===== config.mk =====
export PLATFORM = sky130hd
export DESIGN_NAME = fp_nan_screen
export DESIGN_NICKNAME = d
export VERILOG_FILES = /design/src/rtl/fp_nan_pkg.sv /design/src/rtl/fp_nan_ctrl.sv /design/src/rtl/fp_nan_dp.sv /design/src/rtl/fp_nan_screen.sv
export SDC_FILE = /design/constraint.sdc
export NUM_CORES = 1
export LEC_CHECK = 0
export BUFFER_PORTS_ARGS = -buffer_cell sky130_fd_sc_hd__buf_2
export CORE_AREA = 3 3 126 128
export DETAILED_ROUTE_END_ITERATION = 10
export DIE_AREA = 0 0 129 131
export HOLD_SLACK_MARGIN = 0.02
export PLACE_DENSITY = 0.7
export SYNTH_ARGS = -nofsm -noshare
export SYNTH_HDL_FRONTEND = slang
export SYNTH_SLANG_ARGS = --single-unit

===== constraint.sdc =====
create_clock -name clk -period 1.9 [get_ports clk]
set_input_delay 0.38 -clock clk [delete_from_list [all_inputs] [get_ports clk]]
set_output_delay 0.38 -clock clk [all_outputs]
set_load 0.01 [all_outputs]

===== src/rtl/fp_nan_pkg.sv =====
package fp_nan_pkg;
  localparam int DATA_W = 64;
  localparam int STAT_W = 32;
  localparam int HALF_W = DATA_W / 2;
  localparam logic [DATA_W-1:0] DFLT_QNAN_D = 64'h7FF7_FFFF_FFFF_FFFF;
  localparam logic [HALF_W-1:0] DFLT_QNAN_S = 32'h7FBF_FFFF;
  localparam int CAUSE_LO = 12;
  localparam int CAUSE_HI = 17;
  localparam int CAUSE_INV = 16;
  localparam int FLAG_INV = 6;

  typedef struct packed {
    logic load;
    logic takeA;
    logic takeB;
    logic dfltNan;
    logic raiseInv;
  } scrStrobe_t;

  function automatic logic isNanVal(input logic [DATA_W-1:0] v, input logic dbl);
    if (dbl) return (&v[62:52]) && (|v[51:0]);
    return (&v[30:23]) && (|v[22:0]);
  endfunction

  function automatic logic isSigVal(input logic [DATA_W-1:0] v, input logic dbl);
    return isNanVal(v, dbl) && (dbl ? v[51] : v[22]);
  endfunction
endpackage


===== src/rtl/fp_nan_ctrl.sv =====
module fp_nan_ctrl
  import fp_nan_pkg::*;
(
  input  logic              opValid,
  input  logic              isDouble,
  input  logic [DATA_W-1:0] srcA,
  input  logic [DATA_W-1:0] srcB,
  input  logic [DATA_W-1:0] rawResult,
  output scrStrobe_t        strobe
);
  localparam int NSRC = 2;
  logic [DATA_W-1:0] srcVec [NSRC];
  logic [NSRC-1:0] srcNan;
  logic [NSRC-1:0] srcSig;
  logic resNan;

  assign srcVec[0] = srcA;
  assign srcVec[1] = srcB;

  for (genvar i = 0; i < NSRC; i++) begin : g_cls
    assign srcNan[i] = isNanVal(srcVec[i], isDouble);
    assign srcSig[i] = isSigVal(srcVec[i], isDouble);
  end

  assign resNan = isNanVal(rawResult, isDouble);

  always_comb begin
    strobe = '0;
    strobe.load = opValid;
    if (srcNan[0]) begin
      strobe.takeA   = !srcSig[0];
      strobe.dfltNan = srcSig[0];
    end else if (srcNan[1]) begin
      strobe.takeB   = !srcSig[1];
      strobe.dfltNan = srcSig[1];
    end else if (resNan) begin
      strobe.dfltNan  = 1'b1;
      strobe.raiseInv = opValid;
    end
  end
endmodule


===== src/rtl/fp_nan_dp.sv =====
module fp_nan_dp
  import fp_nan_pkg::*;
(
  input  logic              clk,
  input  logic              rstN,
  input  scrStrobe_t        strobe,
  input  logic              isDouble,
  input  logic [DATA_W-1:0] srcA,
  input  logic [DATA_W-1:0] srcB,
  input  logic [DATA_W-1:0] rawResult,
  input  logic              statusWrEn,
  input  logic [STAT_W-1:0] statusWrData,
  output logic              resWrEn,
  output logic [DATA_W-1:0] resData,
  output logic [STAT_W-1:0] statusOut
);
  logic [DATA_W-1:0] pick;
  logic [DATA_W-1:0] pickMasked;
  logic [STAT_W-1:0] statusNext;

  always_comb begin
    if (strobe.takeA)        pick = srcA;
    else if (strobe.takeB)   pick = srcB;
    else if (strobe.dfltNan) pick = isDouble ? DFLT_QNAN_D : {{HALF_W{1'b0}}, DFLT_QNAN_S};
    else                     pick = rawResult;
    pickMasked = isDouble ? pick : {{HALF_W{1'b0}}, pick[HALF_W-1:0]};
  end

  always_comb begin
    statusNext = statusWrEn ? statusWrData : statusOut;
    if (strobe.load) begin
      statusNext[CAUSE_HI:CAUSE_LO] = '0;
      if (strobe.raiseInv) begin
        statusNext[CAUSE_INV] = 1'b1;
        statusNext[FLAG_INV]  = 1'b1;
      end
    end
  end

  always_ff @(posedge clk or negedge rstN) begin
    if (!rstN) begin
      resWrEn   <= 1'b0;
      resData   <= '0;
      statusOut <= '0;
    end else begin
      resWrEn   <= strobe.load;
      statusOut <= statusNext;
      if (strobe.load) resData <= pickMasked;
    end
  end
endmodule


===== src/rtl/fp_nan_screen.sv =====
module fp_nan_screen
  import fp_nan_pkg::*;
(
  input  logic              clk,
  input  logic              rstN,
  input  logic              opValid,
  input  logic              isDouble,
  input  logic [DATA_W-1:0] srcA,
  input  logic [DATA_W-1:0] srcB,
  input  logic [DATA_W-1:0] rawResult,
  input  logic              statusWrEn,
  input  logic [STAT_W-1:0] statusWrData,
  output logic              resWrEn,
  output logic [DATA_W-1:0] resData,
  output logic [STAT_W-1:0] statusOut
);
  scrStrobe_t strobe;

  fp_nan_ctrl u_ctrl (
    .opValid(opValid), .isDouble(isDouble), .srcA(srcA), .srcB(srcB),
    .rawResult(rawResult), .strobe(strobe)
  );

  fp_nan_dp u_dp (
    .clk(clk), .rstN(rstN), .strobe(strobe), .isDouble(isDouble),
    .srcA(srcA), .srcB(srcB), .rawResult(rawResult),
    .statusWrEn(statusWrEn), .statusWrData(statusWrData),
    .resWrEn(resWrEn), .resData(resData), .statusOut(statusOut)
  );
endmodule


==> flow_metrics.tcl, run 1 <==
set metrics [dict create \
    synth_area_leaders "dfrtp_1 (49%), o221ai_1 (8.6%), o2bb2ai_1 (7.2%), mux2_2 (5.6%), nor4_1 (4.1%)" \
    grt_pass1_vias 6084 \
    mappedNetlistNets 712 \
    cp_max_fo 6 \
    place_congestion 0.874 \
    wl_per_cell_um 20.5 \
    initial_utilization_pct 33.4 \
    synth_edf_count 0 \
    critPathTopFamily "buffers and inverters" \
    final_area_sq_um 9070 \
    track_usage_pct 25.5 \
    grt_pass1_wl_um 33200 \
    cts.path.max_buffers 2 \
    clkPwrFrac_pct 35.6 \
    coreArea_sq_um 15000 \
    hold_ws_ns 0.258 \
    cp_common_cell "buf_4" \
    relSlewSlack_pct 66.2 \
    post-route-drc-count 0 \
    area_growth_pct 81.4 \
    die_w_um 129 \
    combPwrFrac_pct 23.3 \
    layout-drive-gt1-share_pct 66.2 \
    tightestPinTransition_ns 0.507 \
    final_nets 1157 \
    dp_slack_ns -0.841 \
    yosysSeqAreaShare_pct 48.5 \
    firstDrtPassIters 5 \
    cp_slowest_cell "nor4_4" \
    tritoncts "done" \
    num_io_pins 326 \
    maxCapViolations 0 \
    timing.fmax_ghz 0.477 \
    vias 6216 \
    cp.depth 13 \
    synth_top_area_share_pct 48.5 \
    rsz0062_at_grt "yes" \
    syn_area_per_cell_sq_um 10.4 \
    routed_wl_um 23000 \
    grt_antenna_before_repair 6 \
    fp.dieH_um 131 \
    crit_chain "buf_6 > nor4_4 > buf_4 > nand4_1 > nor2_1 > buf_4 > a21oi_4 > buf_12 > o2111a_1 > a211oi_2 > buf_4 > buf_6 > o221ai_1" \
    hp-class "in2reg" \
    p_per_area_nw_per_um2 631 \
    drtIter0Drc 377 \
    cts_buffers 9 \
    synthFlopType "dfrtp_1" \
    gr-total-overflow 0 \
    clock_latency_ns 0.34 \
    worst_setup_path_start_kind "primary input" \
    violations "negative setup slack" \
    setup_ws_ns -0.195 \
    cts_root_buffer "clkbuf_16" \
    p_int_mw 4.12 \
    yosysTopAreaCell "dfrtp_1" \
    async_reset_ff_share_pct 100 \
    outcome "complete, but fails checks" \
    grt_max_degree 37 \
    synth_warnings 0 \
    cp.arrival_ns 2.31 \
    clkSinkCount 97 \
    sw_frac_of_total_pct 28.0 \
    row_count 45 \
    yosysUniqueCellTypes 40 \
    htreeDepth 3 \
    leakagePower_nw 4.28 \
    dpl_cell_area_sq_um 7920 \
    max_stage_delay_ns 0.33 \
    ant_nets 0 \
    hpwl_um 17200 \
    synth_cells 483 \
    switching_power_mw 1.60 \
    fin_crit_ns 2.10 \
    period_share_pct 110 \
    critPathKind "in2reg" \
    maxSlewViolCount 0 \
    power_frac_seq_pct 41.1 \
    crit_buf_inv 6 \
    holdPathStages 2 \
    routed_via_density 5.54 \
    synth_commonest_cells "dfrtp_1 (97), o221ai_1 (49), nor2_1 (45), o2bb2ai_1 (41), nor4_1 (33)" \
    hold_violations 0 \
    die_area_sq_um 16900 \
    ir_worst_vdd_mv 0.477 \
    setup-violations-final 64 \
    yosysMostFrequentCell "dfrtp_1" \
    fin_skew_ns 0 \
    io_buffers 325 \
    clkTransAtPathRegs_ns 0.07 \
    ys_ff_latch 97 \
    worstPathRequired_ns 2.11 \
    crit_path_end_kind "flop" \
    reg2regPathDepth 2 \
    syn-cell-area_sq_um 5000 \
]
==> kinds of logic (layout without fill, tap and decap cells) <==
family	count (synthesis)	count (layout)	share of synthesized area [%]
other	0	2	0
and+or+nand+nor	128	128	13.6
buffers and inverters	61	510	4.90
AOI/OAI and AO/OA	163	163	25.6
DFF	97	97	48.5
muxes	34	34	7.43
==> registers in the layout (all words and copies together) (netlist names) <==
signal          cells
u_dp.statusOut     32
u_dp.resWrEn        1
u_dp.resData       64
==> final cells by class <==
type	count	area [sq um]
fill	1314	5910
timing repair buffer	473	3040
multi-input combinational	325	2950
sequential	97	2430
clock buffer	10	239
tap	188	235
clock inverter	5	88.8
inverter	22	82.6
antenna	2	5.00
==> worst paths after layout <==
check                            startpoint                  to  slack (ns)
max                                 srcB[1]    u_dp.resData[45]       -0.20
min                         statusWrData[9]   u_dp.statusOut[9]        0.26
max reg2reg                u_dp.resData[44]    u_dp.resData[44]        0.98
min reg2reg                 u_dp.resData[2]     u_dp.resData[2]        0.49
max in group asynchronous              rstN  u_dp.statusOut[30]        0.72
min in group asynchronous              rstN    u_dp.resData[42]        0.55
==> metal layers <==
layer	GRT usage, %	wire, um	vias up
met5	0	37	-
met4	7.78	485	8
met3	5.77	1830	45
met2	43.1	11400	312
met1	32.5	9190	3035
li1	-	-	2816
==> repair_timing <==
item                                   4_1_cts  5_1_grt
endpoints found under the hold margin       32        0
setup buffers                                6        0
gates cloned                                 4        4
hold buffers                                 1        0
pin swaps                                    9       11
gates resized for setup                     78       53
setup endpoints to repair                   64       66
==> metrics by stage <==
| stage | power (mW) | util [%] | TNS [ns] | instances |
|---|---|---|---|---|
| after floorplan | 2.78 | - | -7.78 | 483 |
| after global placement | 3.58 | 52.9 | -52.97 | 1091 |
| after detailed placement | 3.59 | 52.9 | -50.13 | 1091 |
| after CTS | 5.69 | 58.4 | -8.43 | 1117 |
| after global routing | 5.96 | 60.5 | -16.32 | 1122 |
| final | 5.72 | 60.5 | -9.38 | 1122 |
==> worst reg2reg max path, stage by stage, from the launching register on <==
cell and delay [ns]:
dfrtp_1 0.40, a22oi_1 0.26, o221ai_2 0.13
==> power by group through the flow <==
stage,registers (mW),clock network (mW),logic [mW]
6_report,2.35,2.03,1.33
5_1_grt,2.37,2.15,1.44
4_1_cts,2.34,2.06,1.28
3_5_place_dp,2.38,0,1.22
3_3_place_gp,2.38,0,1.20
2_1_floorplan,2.46,0,0.322
==> placed cells by master (no fill, tap or decap), drive strengths merged, types with 2 or more instances in the layout <==
master and instances:
a21oi 15, a22oi 19, a41oi 2, and3 3, buf 469, bufinv 2, clkbuf 13, clkinv 2
dfrtp 97, diode 2, inv 23, mux2 25, mux2i 9, nand2 9, nand4 22, nor2 45
nor3 11, nor3b 2, nor4 34, o2111ai 2, o211ai 2, o21ai 25, o221ai 49, o2bb2ai 41
No activity file was read; power rests on OpenSTA's default activity.
==> inputs of run 2 (changes only) <==
--- a/config.mk
+++ b/config.mk
@@ -11,6 +11,7 @@
 export DIE_AREA = 0 0 129 131
 export HOLD_SLACK_MARGIN = 0.02
 export PLACE_DENSITY = 0.7
+export RECOVER_POWER = 100
 export SYNTH_ARGS = -nofsm -noshare
 export SYNTH_HDL_FRONTEND = slang
 export SYNTH_SLANG_ARGS = --single-unit
==> run 2 against run 1 <==
  * The run still ends with negative setup slack left
  * Combinational power shrank 5%
  * Design area fell by 1.8%
  * Utilization decreased by 1.1 points
  * Register-to-register slack barely moved
  * Clock skew unchanged
  * Worst setup slack gained 0.00057 ns
  * Via count grew 0.29%
  * Highest routed layer unchanged
==> flow_metrics.tcl, run 2 (synthesis gave the netlist of run 1 again) <==
set metrics [dict create \
    outcome "complete, but fails checks" \
    violations "negative setup slack" \
    gr-total-overflow 0 \
    clkPwrFrac_pct 36.0 \
    layout-drive-gt1-share_pct 55.4 \
    initial_utilization_pct 33.4 \
    cp_max_fo 9 \
    total_power_mw 5.67 \
    vias 6234 \
    p_per_area_nw_per_um2 637 \
    maxCapViolations 0 \
    tritoncts "done" \
    wl_per_cell_um 20.4 \
    final_area_sq_um 8900 \
    largest_reg_flops 64 \
    r2r_end "u_dp.resData[44]" \
    combPwrFrac_pct 22.5 \
    fp.dieH_um 131 \
    ff2ff_setup_slack_ns 0.98 \
    rsz0062_at_grt "yes" \
    crit_end "u_dp.resData[63]" \
    dp_slack_ns -0.841 \
    place_congestion 0.874 \
    reg2regPathDepth 2 \
    critPathTopFamily "simple AND/OR/NAND/NOR gates" \
    reg_top3 "u_dp.resData: 64 flops, u_dp.statusOut: 32 flops, u_dp.resWrEn: 1 flops" \
    clkSinkCount 97 \
    crit_path_end_kind "flop" \
    power_frac_seq_pct 41.6 \
    die_area_sq_um 16900 \
    fin_crit_ns 2.09 \
    setup_ws_ns -0.195 \
    drtIter0Drc 345 \
    setup-violations-final 64 \
    io_buffers 325 \
    worstPathRequired_ns 2.18 \
    grt_antenna_before_repair 6 \
    num_io_pins 326 \
    crit_chain "buf_2 > nor4_1 > nand4_1 > o21ai_2 > a21oi_2 > or3_4 > buf_6 > nor3_4 > a221o_1" \
    routed_via_density 5.56 \
    final-seq-area_sq_um 2430 \
    period_share_pct 110 \
    layout_common_cells "buf_2 (221), buf_4 (118), clkbuf_1 (101)" \
    grt_pass1_vias 6084 \
    row_count 45 \
    switching_power_mw 1.61 \
    area_growth_pct 78.1 \
    routed_wl_um 22900 \
    leakagePower_nw 3.95 \
    cp.arrival_ns 2.38 \
    fin_skew_ns 0 \
    hp-class "in2reg" \
    ant_nets 0 \
    hpwl_um 17200 \
    hold_violations 0 \
    sw_frac_of_total_pct 28.3 \
    post-route-drc-count 0 \
    cp_slowest_cell "or3_4" \
    htreeDepth 3 \
    cts.path.max_buffers 2 \
    grt_max_degree 37 \
    dpl_cell_area_sq_um 7920 \
    coreArea_sq_um 15000 \
    final_common_cell "buf_2" \
    clkTransAtPathRegs_ns 0.07 \
    cts_buffers 9 \
    track_usage_pct 25.5 \
    top_register "u_dp.resData" \
    utilization_pct 59.5 \
    timing.fmax_ghz 0.477 \
    die_w_um 129 \
    crit_path_start "rawResult[23]" \
    max_stage_delay_ns 0.53 \
    reg2reg_from "u_dp.resData[44]" \
    final_nets 1157 \
    cp.depth 9 \
    crit_buf_inv 2 \
    worst_setup_path_start_kind "primary input" \
    hp-start "statusWrData[9]" \
    tns_ns -9.49 \
    tightestPinTransition_ns 0.949 \
    clock_latency_ns 0.34 \
    multi_input_area_sq_um 2950 \
    ir_worst_vdd_mv 0.476 \
    critPathKind "in2reg" \
    maxSlewViolCount 0 \
    cts_root_buffer "clkbuf_16" \
    fill_cells 1364 \
    firstDrtPassIters 7 \
    relSlewSlack_pct 36.8 \
    grt_pass1_wl_um 33200 \
    p_int_mw 4.06 \
]
[run 2: stage by stage]
stage | hold WS [ns] | instances
5_1_grt | 0.247 | 1122
3_3_place_gp | 0.377 | 1091
3_5_place_dp | 0.371 | 1091
6_report | 0.257 | 1122
4_1_cts | 0.245 | 1117
2_1_floorplan | 0.0844 | 483
[run 2: final cells by class]
| cell class | instances | area share [%] |
|---|---|---|
| antenna | 2 | 0.0562 |
| clock buffer | 10 | 2.68 |
| clock inverter | 5 | 0.998 |
| inverter | 22 | 0.927 |
| multi-input combinational | 325 | 33.1 |
| sequential | 97 | 27.3 |
| tap | 188 | 2.64 |
| timing repair buffer | 473 | 32.4 |
[run 2: how the worst min path moves through the flow]
| stage | endpoint | cells past startpoint |
|---|---|---|
| after global placement | u_dp.resData[42] | 1 |
| after floorplan | u_dp.resData[0] | 0 |
| after global routing | u_dp.statusOut[0] | 2 |
| final | u_dp.statusOut[9] | 2 |
| after CTS | u_dp.statusOut[9] | 2 |
| after detailed placement | u_dp.resData[43] | 1 |
[run 2: power groups by stage]
stage	Clock (mW)	Sequential (mW)	Combinational [mW]
2_1_floorplan	0	2.46	0.322
3_3_place_gp	0	2.38	1.20
3_5_place_dp	0	2.38	1.22
4_1_cts	2.06	2.34	1.28
5_1_grt	2.15	2.38	1.38
6_report	2.04	2.36	1.27
[run 2: layer usage]
layer / track usage, % / vias up / share of wire, %
li1: - / 2817 / -
met1: 32.5 / 3052 / 40
met2: 43.1 / 316 / 50
met3: 5.77 / 41 / 8.2
met4: 7.78 / 8 / 1.9
met5: 0 / - / 0.16
[run 2: what timing repair did]
item                       in CTS  in global routing
hold buffers                    1                  0
gates resized for setup        78                 53
pin swaps                       9                 11
hold endpoints to repair       32                  0
setup endpoints to repair      64                 66
gates cloned                    4                  4
setup buffers                   6                  0
